File: config.mk
export PLATFORM = sky130hd
export DESIGN_NAME = mii_tx_framer
export DESIGN_NICKNAME = d
export VERILOG_FILES = /design/src/rtl/mii_tx_pkg.sv /design/src/rtl/mii_nibble_ser.sv /design/src/rtl/mii_crc32_acc.sv /design/src/rtl/mii_ifg_timer.sv /design/src/rtl/mii_tx_framer.sv
export SDC_FILE = /design/constraint.sdc
export NUM_CORES = 1
export LEC_CHECK = 0
export BUFFER_PORTS_ARGS = -buffer_cell sky130_fd_sc_hd__buf_2
export CAP_MARGIN = 15
export CORE_AREA = 2 2 98 100
export DETAILED_ROUTE_END_ITERATION = 8
export DIE_AREA = 0 0 100 102
export PLACE_DENSITY = 0.78
export SYNTH_ARGS = -nofsm -noshare
export SYNTH_HDL_FRONTEND = slang
export SYNTH_HIERARCHICAL = 1
export SYNTH_SLANG_ARGS = --single-unit
File: constraint.sdc
create_clock -name clk -period 3.6 [get_ports clk]
set_clock_uncertainty 0.05 [all_clocks]
set_input_delay 0.9 -clock clk [delete_from_list [all_inputs] [get_ports clk]]
set_output_delay 0.9 -clock clk [all_outputs]
set_load 0.01 [all_outputs]
File: src/rtl/mii_tx_pkg.sv
package mii_tx_pkg;

  typedef enum logic [2:0] {
    ST_IDLE,
    ST_PRE,
    ST_SFD,
    ST_BODY,
    ST_PAD,
    ST_FCS,
    ST_GAP
  } tx_state_e;

  localparam logic [7:0] PRE_BYTE  = 8'h55;
  localparam logic [7:0] SFD_BYTE  = 8'hD5;
  localparam logic [7:0] FILL_BYTE = 8'h00;

  // One byte through a reflected CRC register, bit 0 of the byte first.
  function automatic logic [31:0] crc32_step(input logic [31:0] crc,
                                             input logic [7:0]  b,
                                             input logic [31:0] poly);
    logic [31:0] r;
    r = crc ^ {24'h0, b};
    for (int k = 0; k < 8; k++) begin
      r = r[0] ? ((r >> 1) ^ poly) : (r >> 1);
    end
    return r;
  endfunction

  // Nibble of a byte for a given half: 0 selects [3:0], 1 selects [7:4].
  function automatic logic [3:0] nibble_sel(input logic [7:0] b, input logic half);
    return half ? b[7:4] : b[3:0];
  endfunction

endpackage

File: src/rtl/mii_nibble_ser.sv
module mii_nibble_ser (
  input  logic       clk,
  input  logic       rst_n,
  input  logic       load,
  input  logic       stop,
  input  logic [7:0] byte_in,
  output logic [3:0] txd,
  output logic       active,
  output logic       byte_end
);
  import mii_tx_pkg::*;

  logic [7:0] byte_q;
  logic       half_q;
  logic       act_q;

  always_ff @(posedge clk or negedge rst_n) begin
    if (!rst_n) begin
      byte_q <= '0;
      half_q <= 1'b0;
      act_q  <= 1'b0;
    end else if (load) begin
      byte_q <= byte_in;
      half_q <= 1'b0;
      act_q  <= 1'b1;
    end else if (stop) begin
      half_q <= 1'b0;
      act_q  <= 1'b0;
    end else if (act_q) begin
      half_q <= ~half_q;
    end
  end

  assign txd      = act_q ? nibble_sel(byte_q, half_q) : 4'h0;
  assign active   = act_q;
  assign byte_end = act_q & half_q;
endmodule

File: src/rtl/mii_crc32_acc.sv
module mii_crc32_acc #(
  parameter logic [31:0] POLY = 32'hEDB88320
) (
  input  logic        clk,
  input  logic        rst_n,
  input  logic        clr,
  input  logic        upd,
  input  logic [7:0]  data,
  output logic [31:0] fcs
);
  import mii_tx_pkg::*;

  logic [31:0] crc_q;

  always_ff @(posedge clk or negedge rst_n) begin
    if (!rst_n)   crc_q <= '1;
    else if (clr) crc_q <= '1;
    else if (upd) crc_q <= crc32_step(crc_q, data, POLY);
  end

  assign fcs = ~crc_q;
endmodule

File: src/rtl/mii_ifg_timer.sv
module mii_ifg_timer #(
  parameter int IFG = 24
) (
  input  logic clk,
  input  logic rst_n,
  input  logic start,
  output logic done
);
  localparam int CW = $clog2(IFG + 1);

  logic [CW-1:0] left_q;

  always_ff @(posedge clk or negedge rst_n) begin
    if (!rst_n)              left_q <= '0;
    else if (start)          left_q <= CW'(IFG);
    else if (left_q != '0)   left_q <= left_q - 1'b1;
  end

  assign done = (left_q == '0);
endmodule

File: src/rtl/mii_tx_framer.sv
module mii_tx_framer #(
  parameter int          PRE_BYTES  = 7,
  parameter int          MIN_BODY   = 60,
  parameter int          FCS_BYTES  = 4,
  parameter int          IFG_CYCLES = 24,
  parameter logic [31:0] CRC_POLY   = 32'hEDB88320
) (
  input  logic       clk,
  input  logic       rst_n,
  input  logic [7:0] s_data,
  input  logic       s_valid,
  input  logic       s_last,
  output logic       s_ready,
  output logic [3:0] txd,
  output logic       tx_en,
  output logic       tx_er
);
  import mii_tx_pkg::*;

  localparam int CNT_W = $clog2(PRE_BYTES + FCS_BYTES + 1);
  localparam int LEN_W = $clog2(MIN_BODY + 1);

  tx_state_e        st_q, st_d;
  logic [CNT_W-1:0] cnt_q, cnt_d;
  logic [LEN_W-1:0] len_q, len_d;
  logic             last_q, last_d;
  logic             err_q;
  logic [31:0]      fcs_q, fcs_d;

  logic             ser_load, ser_stop, ser_active, byte_end;
  logic [7:0]       ser_byte;
  logic             crc_clr, crc_upd;
  logic [31:0]      crc_fcs;
  logic             gap_start, gap_done;

  // Named internal events
  logic body_phase, body_open, pad_needed, tail_step, ev_underrun;

  assign body_phase  = (st_q == ST_SFD) || (st_q == ST_BODY);
  assign body_open   = (st_q == ST_SFD) || !last_q;
  assign pad_needed  = len_q < LEN_W'(MIN_BODY);
  assign tail_step   = byte_end && ((st_q == ST_PAD) || (st_q == ST_BODY && last_q));
  assign s_ready     = byte_end && body_phase && body_open;
  assign ev_underrun = s_ready && !s_valid;

  mii_nibble_ser u_ser (
    .clk      (clk),
    .rst_n    (rst_n),
    .load     (ser_load),
    .stop     (ser_stop),
    .byte_in  (ser_byte),
    .txd      (txd),
    .active   (ser_active),
    .byte_end (byte_end)
  );

  mii_crc32_acc #(.POLY(CRC_POLY)) u_crc (
    .clk   (clk),
    .rst_n (rst_n),
    .clr   (crc_clr),
    .upd   (crc_upd),
    .data  (ser_byte),
    .fcs   (crc_fcs)
  );

  mii_ifg_timer #(.IFG(IFG_CYCLES)) u_gap (
    .clk   (clk),
    .rst_n (rst_n),
    .start (gap_start),
    .done  (gap_done)
  );

  always_comb begin
    st_d      = st_q;
    cnt_d     = cnt_q;
    len_d     = len_q;
    last_d    = last_q;
    fcs_d     = fcs_q;
    ser_load  = 1'b0;
    ser_stop  = 1'b0;
    ser_byte  = FILL_BYTE;
    crc_clr   = 1'b0;
    crc_upd   = 1'b0;
    gap_start = 1'b0;
    case (st_q)
      ST_IDLE: begin
        if (s_valid) begin
          ser_load = 1'b1;
          ser_byte = PRE_BYTE;
          cnt_d    = CNT_W'(1);
          len_d    = '0;
          last_d   = 1'b0;
          crc_clr  = 1'b1;
          st_d     = ST_PRE;
        end
      end
      ST_PRE: begin
        if (byte_end) begin
          ser_load = 1'b1;
          if (cnt_q < CNT_W'(PRE_BYTES)) begin
            ser_byte = PRE_BYTE;
            cnt_d    = cnt_q + 1'b1;
          end else begin
            ser_byte = SFD_BYTE;
            st_d     = ST_SFD;
          end
        end
      end
      ST_SFD, ST_BODY: begin
        if (s_ready) begin
          ser_load = 1'b1;
          crc_upd  = 1'b1;
          ser_byte = s_valid ? s_data : FILL_BYTE;
          last_d   = s_valid && s_last;
          if (pad_needed) len_d = len_q + 1'b1;
          st_d     = ST_BODY;
        end
      end
      ST_FCS: begin
        if (byte_end) begin
          if (cnt_q < CNT_W'(FCS_BYTES)) begin
            ser_load = 1'b1;
            ser_byte = fcs_q[7:0];
            fcs_d    = fcs_q >> 8;
            cnt_d    = cnt_q + 1'b1;
          end else begin
            ser_stop  = 1'b1;
            gap_start = 1'b1;
            st_d      = ST_GAP;
          end
        end
      end
      ST_GAP: begin
        if (gap_done) st_d = ST_IDLE;
      end
      default: st_d = st_q;
    endcase

    // Body finished: fill up to the minimum, then start the check sequence.
    if (tail_step) begin
      ser_load = 1'b1;
      if (pad_needed) begin
        ser_byte = FILL_BYTE;
        crc_upd  = 1'b1;
        len_d    = len_q + 1'b1;
        st_d     = ST_PAD;
      end else begin
        ser_byte = crc_fcs[7:0];
        fcs_d    = crc_fcs >> 8;
        cnt_d    = CNT_W'(1);
        st_d     = ST_FCS;
      end
    end
  end

  always_ff @(posedge clk or negedge rst_n) begin
    if (!rst_n) begin
      st_q   <= ST_IDLE;
      cnt_q  <= '0;
      len_q  <= '0;
      last_q <= 1'b0;
      fcs_q  <= '0;
      err_q  <= 1'b0;
    end else begin
      st_q   <= st_d;
      cnt_q  <= cnt_d;
      len_q  <= len_d;
      last_q <= last_d;
      fcs_q  <= fcs_d;
      if (ser_stop)         err_q <= 1'b0;
      else if (ev_underrun) err_q <= 1'b1;
    end
  end

  assign tx_en = ser_active;
  assign tx_er = err_q;
endmodule

== Yosys cells after proc, flatten, opt, wreduce, memory -nomap -nowiden ==
Index checks and enable logic that the tools add are counted.
Storage, ports and cells
  register bits: 94
  output and inout bits: 7
Operators by class
  add/sub/neg operators: 3
  order comparisons: 3
  equality and inequality tests: 15
  multiplexer cells: 77
  bitwise operators: 12
  reduce and logical (&&, ||, !) cells: 24
Operators by type and width (number)
  32-bit two-way mux: 15
  13-bit NOT with 14-bit output: 8
  8-bit two-way mux: 8
  4-bit two-way mux: 9
  32-bit NOT: 1
  8-bit case mux with 4 select lines: 1
  32-bit by 8-bit XOR with 32-bit output: 1
  6-bit two-way mux: 5
  3-bit two-way mux: 8
  1-bit two-way mux: 23
  3-bit inequality test, second input constant: 7
  3-bit case mux with 5 select lines: 1
  4-bit case mux with 3 select lines: 1
  6-bit case mux with 2 select lines: 1
  5-bit two-way mux: 2
  2-bit nonzero test: 5
  3-bit == test, second input constant: 3
  4-bit by 3-bit < comparator with 1-bit output, second input constant: 2
  8-bit AND reduction: 1
  7-bit two-way mux: 1
  6-bit by 1-bit adder with 6-bit output, second input constant: 1
  3-bit by 2-bit == test with 1-bit output, second input constant: 2
  1-bit logical AND: 6
  6-bit < comparator, second input constant: 1
  other kinds (17): 21

== Longest topological paths before layout ==
  depth in word-level cells: 26
  mapped depth: 13
  depth with buffers taken out: 10

== Cells and area by module ==
The synthesis kept the hierarchy.
By module, submodules not included
  mii_tx_framer: instances 1, cells an instance 297, area an instance 2508.7 um^2, sequential area each 1176.1 um^2
  mii_crc32_acc: instances 1, cells an instance 209, area an instance 2224.6 um^2, sequential area each 840.8 um^2
  mii_nibble_ser: instances 1, cells an instance 33, area an instance 491.7 um^2, sequential area each 250.2 um^2
  mii_ifg_timer: instances 1, cells an instance 25, area an instance 255.2 um^2, sequential area each 125.1 um^2

== Least setup slack after synthesis ==
Ideal clock, no wire load.
  kind: register -> register
  start point: reg u_ser.act_q (netlist: u_ser/active)
  end point: reg u_crc.crc_q[18]
  data arrival time: 3.056 ns
  setup slack: 0.412 ns
  stages on the path, launching flop included: 13
  path buffers: 2
  period minus slack after synthesis: 3.188 ns
  path through: dfrtp_1 and2_1 clkbuf_1 a21boi_0 and3_1 clkbuf_1 a222oi_1 inv_1 xor2_4 xnor3_2 xnor2_2 xnor2_1 a211o_1
On the way
  cells in the longest elaborated chain, start to end: 21
RTL lines
  start, declared: line mii_nibble_ser.sv:15  | logic act_q;
  start signal, assigned: line mii_nibble_ser.sv:21  | act_q <= 1'b0;
  start signal, assigned: line mii_nibble_ser.sv:25  | act_q <= 1'b1;
  start signal, assigned: line mii_nibble_ser.sv:28  | act_q <= 1'b0;
  1-bit AND (*): line mii_nibble_ser.sv:36  | assign byte_end = act_q & half_q;
  net byte_end: line mii_tx_framer.sv:30  | logic ser_load, ser_stop, ser_active, byte_end;
  1-bit logical AND (2 in series): line mii_tx_framer.sv:43  | assign s_ready = byte_end && body_phase && body_open;
  8-bit two-way mux: line mii_tx_framer.sv:110  | if (s_ready) begin
  8-bit case mux with 4 select lines: line mii_tx_framer.sv:85  | case (st_q)
  8-bit two-way mux (*): line mii_tx_framer.sv:140  | if (tail_step) begin
  net ser_byte[1]: line mii_tx_framer.sv:31  | logic [7:0] ser_byte;
  32-bit by 8-bit XOR with 32-bit output (*): line mii_tx_pkg.sv:22  | r = crc ^ {24'h0, b};
  (+5 left out)
  13-bit NOT with 14-bit output (no source line)
  32-bit two-way mux (*): line mii_tx_pkg.sv:24  | r = r[0] ? ((r >> 1) ^ poly) : (r >> 1);
  13-bit NOT with 14-bit output (no source line)
  32-bit two-way mux (*): line mii_tx_pkg.sv:24
  13-bit NOT with 14-bit output (no source line)
  32-bit two-way mux (*) (2 in series): line mii_tx_pkg.sv:24
  32-bit two-way mux (*): line mii_crc32_acc.sv:18  | else if (upd) crc_q <= crc32_step(crc_q, data, POLY);
  32-bit two-way mux (*): line mii_crc32_acc.sv:17  | else if (clr) crc_q <= '1;
  end signal, assigned: line mii_crc32_acc.sv:18
  end, declared: line mii_crc32_acc.sv:13  | logic [31:0] crc_q;
Mark *: on every way through the listed nets, which the timed path passes. The rest lies on a longest branch. The select of a mux whose other input is x is not followed.
A chain may end at the register's enable or synchronous reset.

== Worst setup path after layout ==
  start point: reg u_ser.half_q
  end point: reg u_crc.crc_q[18]
On the way
  cells in the longest elaborated chain, start to end: 21
RTL lines
  start, declared: line mii_nibble_ser.sv:14  | logic half_q;
  start signal, assigned: line mii_nibble_ser.sv:30  | half_q <= ~half_q;
  1-bit AND (*): line mii_nibble_ser.sv:36
  net byte_end: line mii_tx_framer.sv:30
  1-bit logical AND (2 in series): line mii_tx_framer.sv:43
  8-bit two-way mux: line mii_tx_framer.sv:110
  8-bit case mux with 4 select lines: line mii_tx_framer.sv:85
  8-bit two-way mux (*): line mii_tx_framer.sv:140
  net ser_byte[1]: line mii_tx_framer.sv:31
  32-bit by 8-bit XOR with 32-bit output (*): line mii_tx_pkg.sv:22
  (+5 left out)
  13-bit NOT with 14-bit output (no source line)
  32-bit two-way mux (*): line mii_tx_pkg.sv:24
  13-bit NOT with 14-bit output (no source line)
  32-bit two-way mux (*): line mii_tx_pkg.sv:24
  13-bit NOT with 14-bit output (no source line)
  32-bit two-way mux (*) (2 in series): line mii_tx_pkg.sv:24
  32-bit two-way mux (*): line mii_crc32_acc.sv:18
  32-bit two-way mux (*): line mii_crc32_acc.sv:17
Marks and branches as above.

==> results by group <==
Critical path
  – CP endpoint kind: register
  – CP required: 3.86 ns
  – Critical path class: register to register
  – Critical Path Start Type: register
  – Worst Path Arrival: 3.63 ns
  – Crit path max fanout: 9
  – Launch point of the worst reg-to-reg path: u_ser/half_q$_DFFE_PN0P_
  – Crit path from: u_ser/half_q$_DFFE_PN0P_

Drt
  – Initial DRC Count: 280
  – DR vias: 3980
  – Via density: 5.75
  – Routed WL: 11300 µm
  – WL/cell: 16.4 µm
  – Post-route ant nets: 0
  – DRT Pass-1 Iters: 5
  – Remaining design rule violation count: 0

Clocking
  – Clock-pin slew of the registers on the worst-case setup and hold paths: 0.10 ns
  – CTS tree: done
  – Post-CTS sizing: 0
  – Clock Sink Count: 94
  – Clock root cell: clkbuf_8
  – # H-tree levels: 3
  – Worst-skew pair later-pin latency: 0.38 ns
  – CTS Buf Count: 9
  – Clk buf depth: 2

Synthesis
  – Ys async rst share: 1.00
  – Seq/Total Area, Yosys: 0.437
  – Dominant synthesized flop cell: dfrtp_1
  – Flop and latch count out of synthesis: 94
  – Number of synthesized flops with an enable pin: 0
  – Syn_area_per_cell: 9.72 µm²
  – Synth Cell Area: 0.00548 mm²
  – Syn Inst Count: 564
  – Synthesis warning total: 6
  – Syn Nets: 579
  – Post-synthesis cell type count: 66

Place
  – PortBufs: 18
  – RD Place Congestion: 0.890
  – Post-DP HPWL: 7680 µm
  – Placed insts: 671

Die
  – Ports: 19
  – Die Span X: 100 µm
  – CORE AREA: 0.00911 mm²
  – Row cnt: 35
  – Height of the die: 102 µm
  – Die Area: 0.0102 mm²
  – Initial Utilization: 0.602

Timing
  – RSZ-0062 raised after global routing: no
  – Pins Over Slew Limit: 0
  – Final Critical Period: 3.37 ns
  – Final Hold Viols: 0
  – Slew headroom: 0.588
  – Worst Tran Pin Value: 0.616 ns
  – Tcrit/Tclk final: 0.936
  – Final setup viols: 0
  – Max Fclk: 297 MHz
  – Setup TNS Final: 0 ns

Global routing
  – Initial antenna violation count: 0
  – Global-route wire length before repair: 19000 µm
  – Vias in the first global route: 3764
  – GR Overflow Total: 0
  – Global-route total usage across every layer: 0.238
  – Largest net degree at the start of global routing: 90

Finish
  – Share of layout cells above drive strength 1: 0.220
  – Nets: 591
  – Fill cell count: 699
  – Fin cells: 692
  – Core Util, Final: 0.652
  – N_diodes: 0
  – Layout area overhead: 8.42%

Outcome
  – Status: completed

Job
  – MaxCap Viol Count: 0

Min path
  – Type of the most critical hold path: primary input to asynchronous set/reset pin
## cell type report
cell class,instances,area [µm²],area share
Timing Repair Buffer,36,264,0.0444
Tap cell,111,139,0.0234
Sequential cell,94,2390,0.403
Clock inverter,6,68.8,0.0116
Multi-Input combinational cell,388,2760,0.465
Inverter,47,176,0.0297
Clock buffer,10,138,0.0232
## cells in the mapped netlist (all sizes together) (9+ instances only)
library cell  instances  share of area
and3                  9          0.010
nand2                82          0.056
clkbuf               18          0.013
xor2                 12          0.024
a31oi                26          0.031
a211o                20          0.032
a21oi                10         0.0098
buf                  17          0.018
dfrtp                62           0.28
inv                  47          0.032
xnor2                61           0.13
nor2                 57          0.039
o21ai                10         0.0091
dfstp                32           0.15
o211ai               16          0.023
## registers in the layout (all words and copies together) (netlist names), 3 cells and up
name          flops
cnt_q             4
fcs_q            32
len_q             6
st_q              3
u_crc/crc_q      32
u_gap/left_q      5
u_ser/byte_q      8
## worst paths after layout
check                                              endpoint  slack (ns)  cells after the start
worst max-delay path            u_crc/crc_q[18]$_DFFE_PN1P_        0.23                     10
worst min-delay path                     cnt_q[1]$_DFF_PN0_        0.42                      1
worst max register to register  u_crc/crc_q[18]$_DFFE_PN1P_        0.23                     10
worst min register to register            tx_er$_DFFE_PN0P_        0.44                      2
max in group asynchronous       u_crc/crc_q[27]$_DFFE_PN1P_        2.21                      3
min in group clk                          tx_er$_DFFE_PN0P_        0.44                      2
## placed cells by master, fill, tap and decap left out, types with 8 or more instances in the layout
master / instances
clkbuf_8: 10
o211ai_1: 15
xnor2_1: 44
o21ai_0: 10
dfstp_2: 32
nand2_1: 82
a21oi_1: 9
mux2_4: 8
buf_4: 16
dfrtp_1: 62
a31oi_1: 25
xnor2_2: 13
buf_2: 17
a211o_1: 20
xor2_1: 10
nand3_1: 8
inv_1: 46
and3_1: 9
nor2_1: 57
## stage by stage
step	worst slack (ns)	hold WS (ns)	cell area, µm²
2_1_floorplan	0.412	0.415	5480
3_3_place_gp	0.354	0.429	5670
3_5_place_dp	0.250	0.433	5670
4_1_cts	0.214	0.453	5880
5_1_grt	0.0183	0.445	5940
6_report	0.230	0.421	5940
## cells by family (layout without fill, tap and decap cells)
logic type	count (synthesis)	after routing	share of synthesized area
flip-flops	94	94	0.437
XOR/XNOR	75	75	0.161
AND/OR/NAND/NOR	187	187	0.154
AO/OA/AOI/OAI	111	111	0.150
adder cells (fa/ha/maj)	3	3	0.00685
buffers and inverters	82	99	0.0623
multiplexers	12	12	0.0292
## worst max-delay path, stage by stage, from the launching register on
cell and delay [ns]:
dfrtp_1 0.50, and2_1 0.36, a21boi_0 0.33, and3_1 0.38, a222oi_1 0.14, inv_1 0.18
xor2_4 0.27, xnor3_2 0.51, xnor2_2 0.15, xnor2_1 0.12, a211o_1 0.29
## metal layers
layer	track usage	wire length (µm)	vias up
met2	0.369	5220	76
li1	-	-	1925
met1	0.341	5540	1965
met5	0	0	-
met3	0.0410	377	14
met4	0.0854	178	0
## what timing repair did
item | CTS | global route
endpoints found under the setup margin | 0 | 2
buffers inserted | 0 | 3
hold buffers | 0 | 0
Power is not shown: default switching activity piles up to over one toggle a cycle in this logic, so the estimate is an artifact.
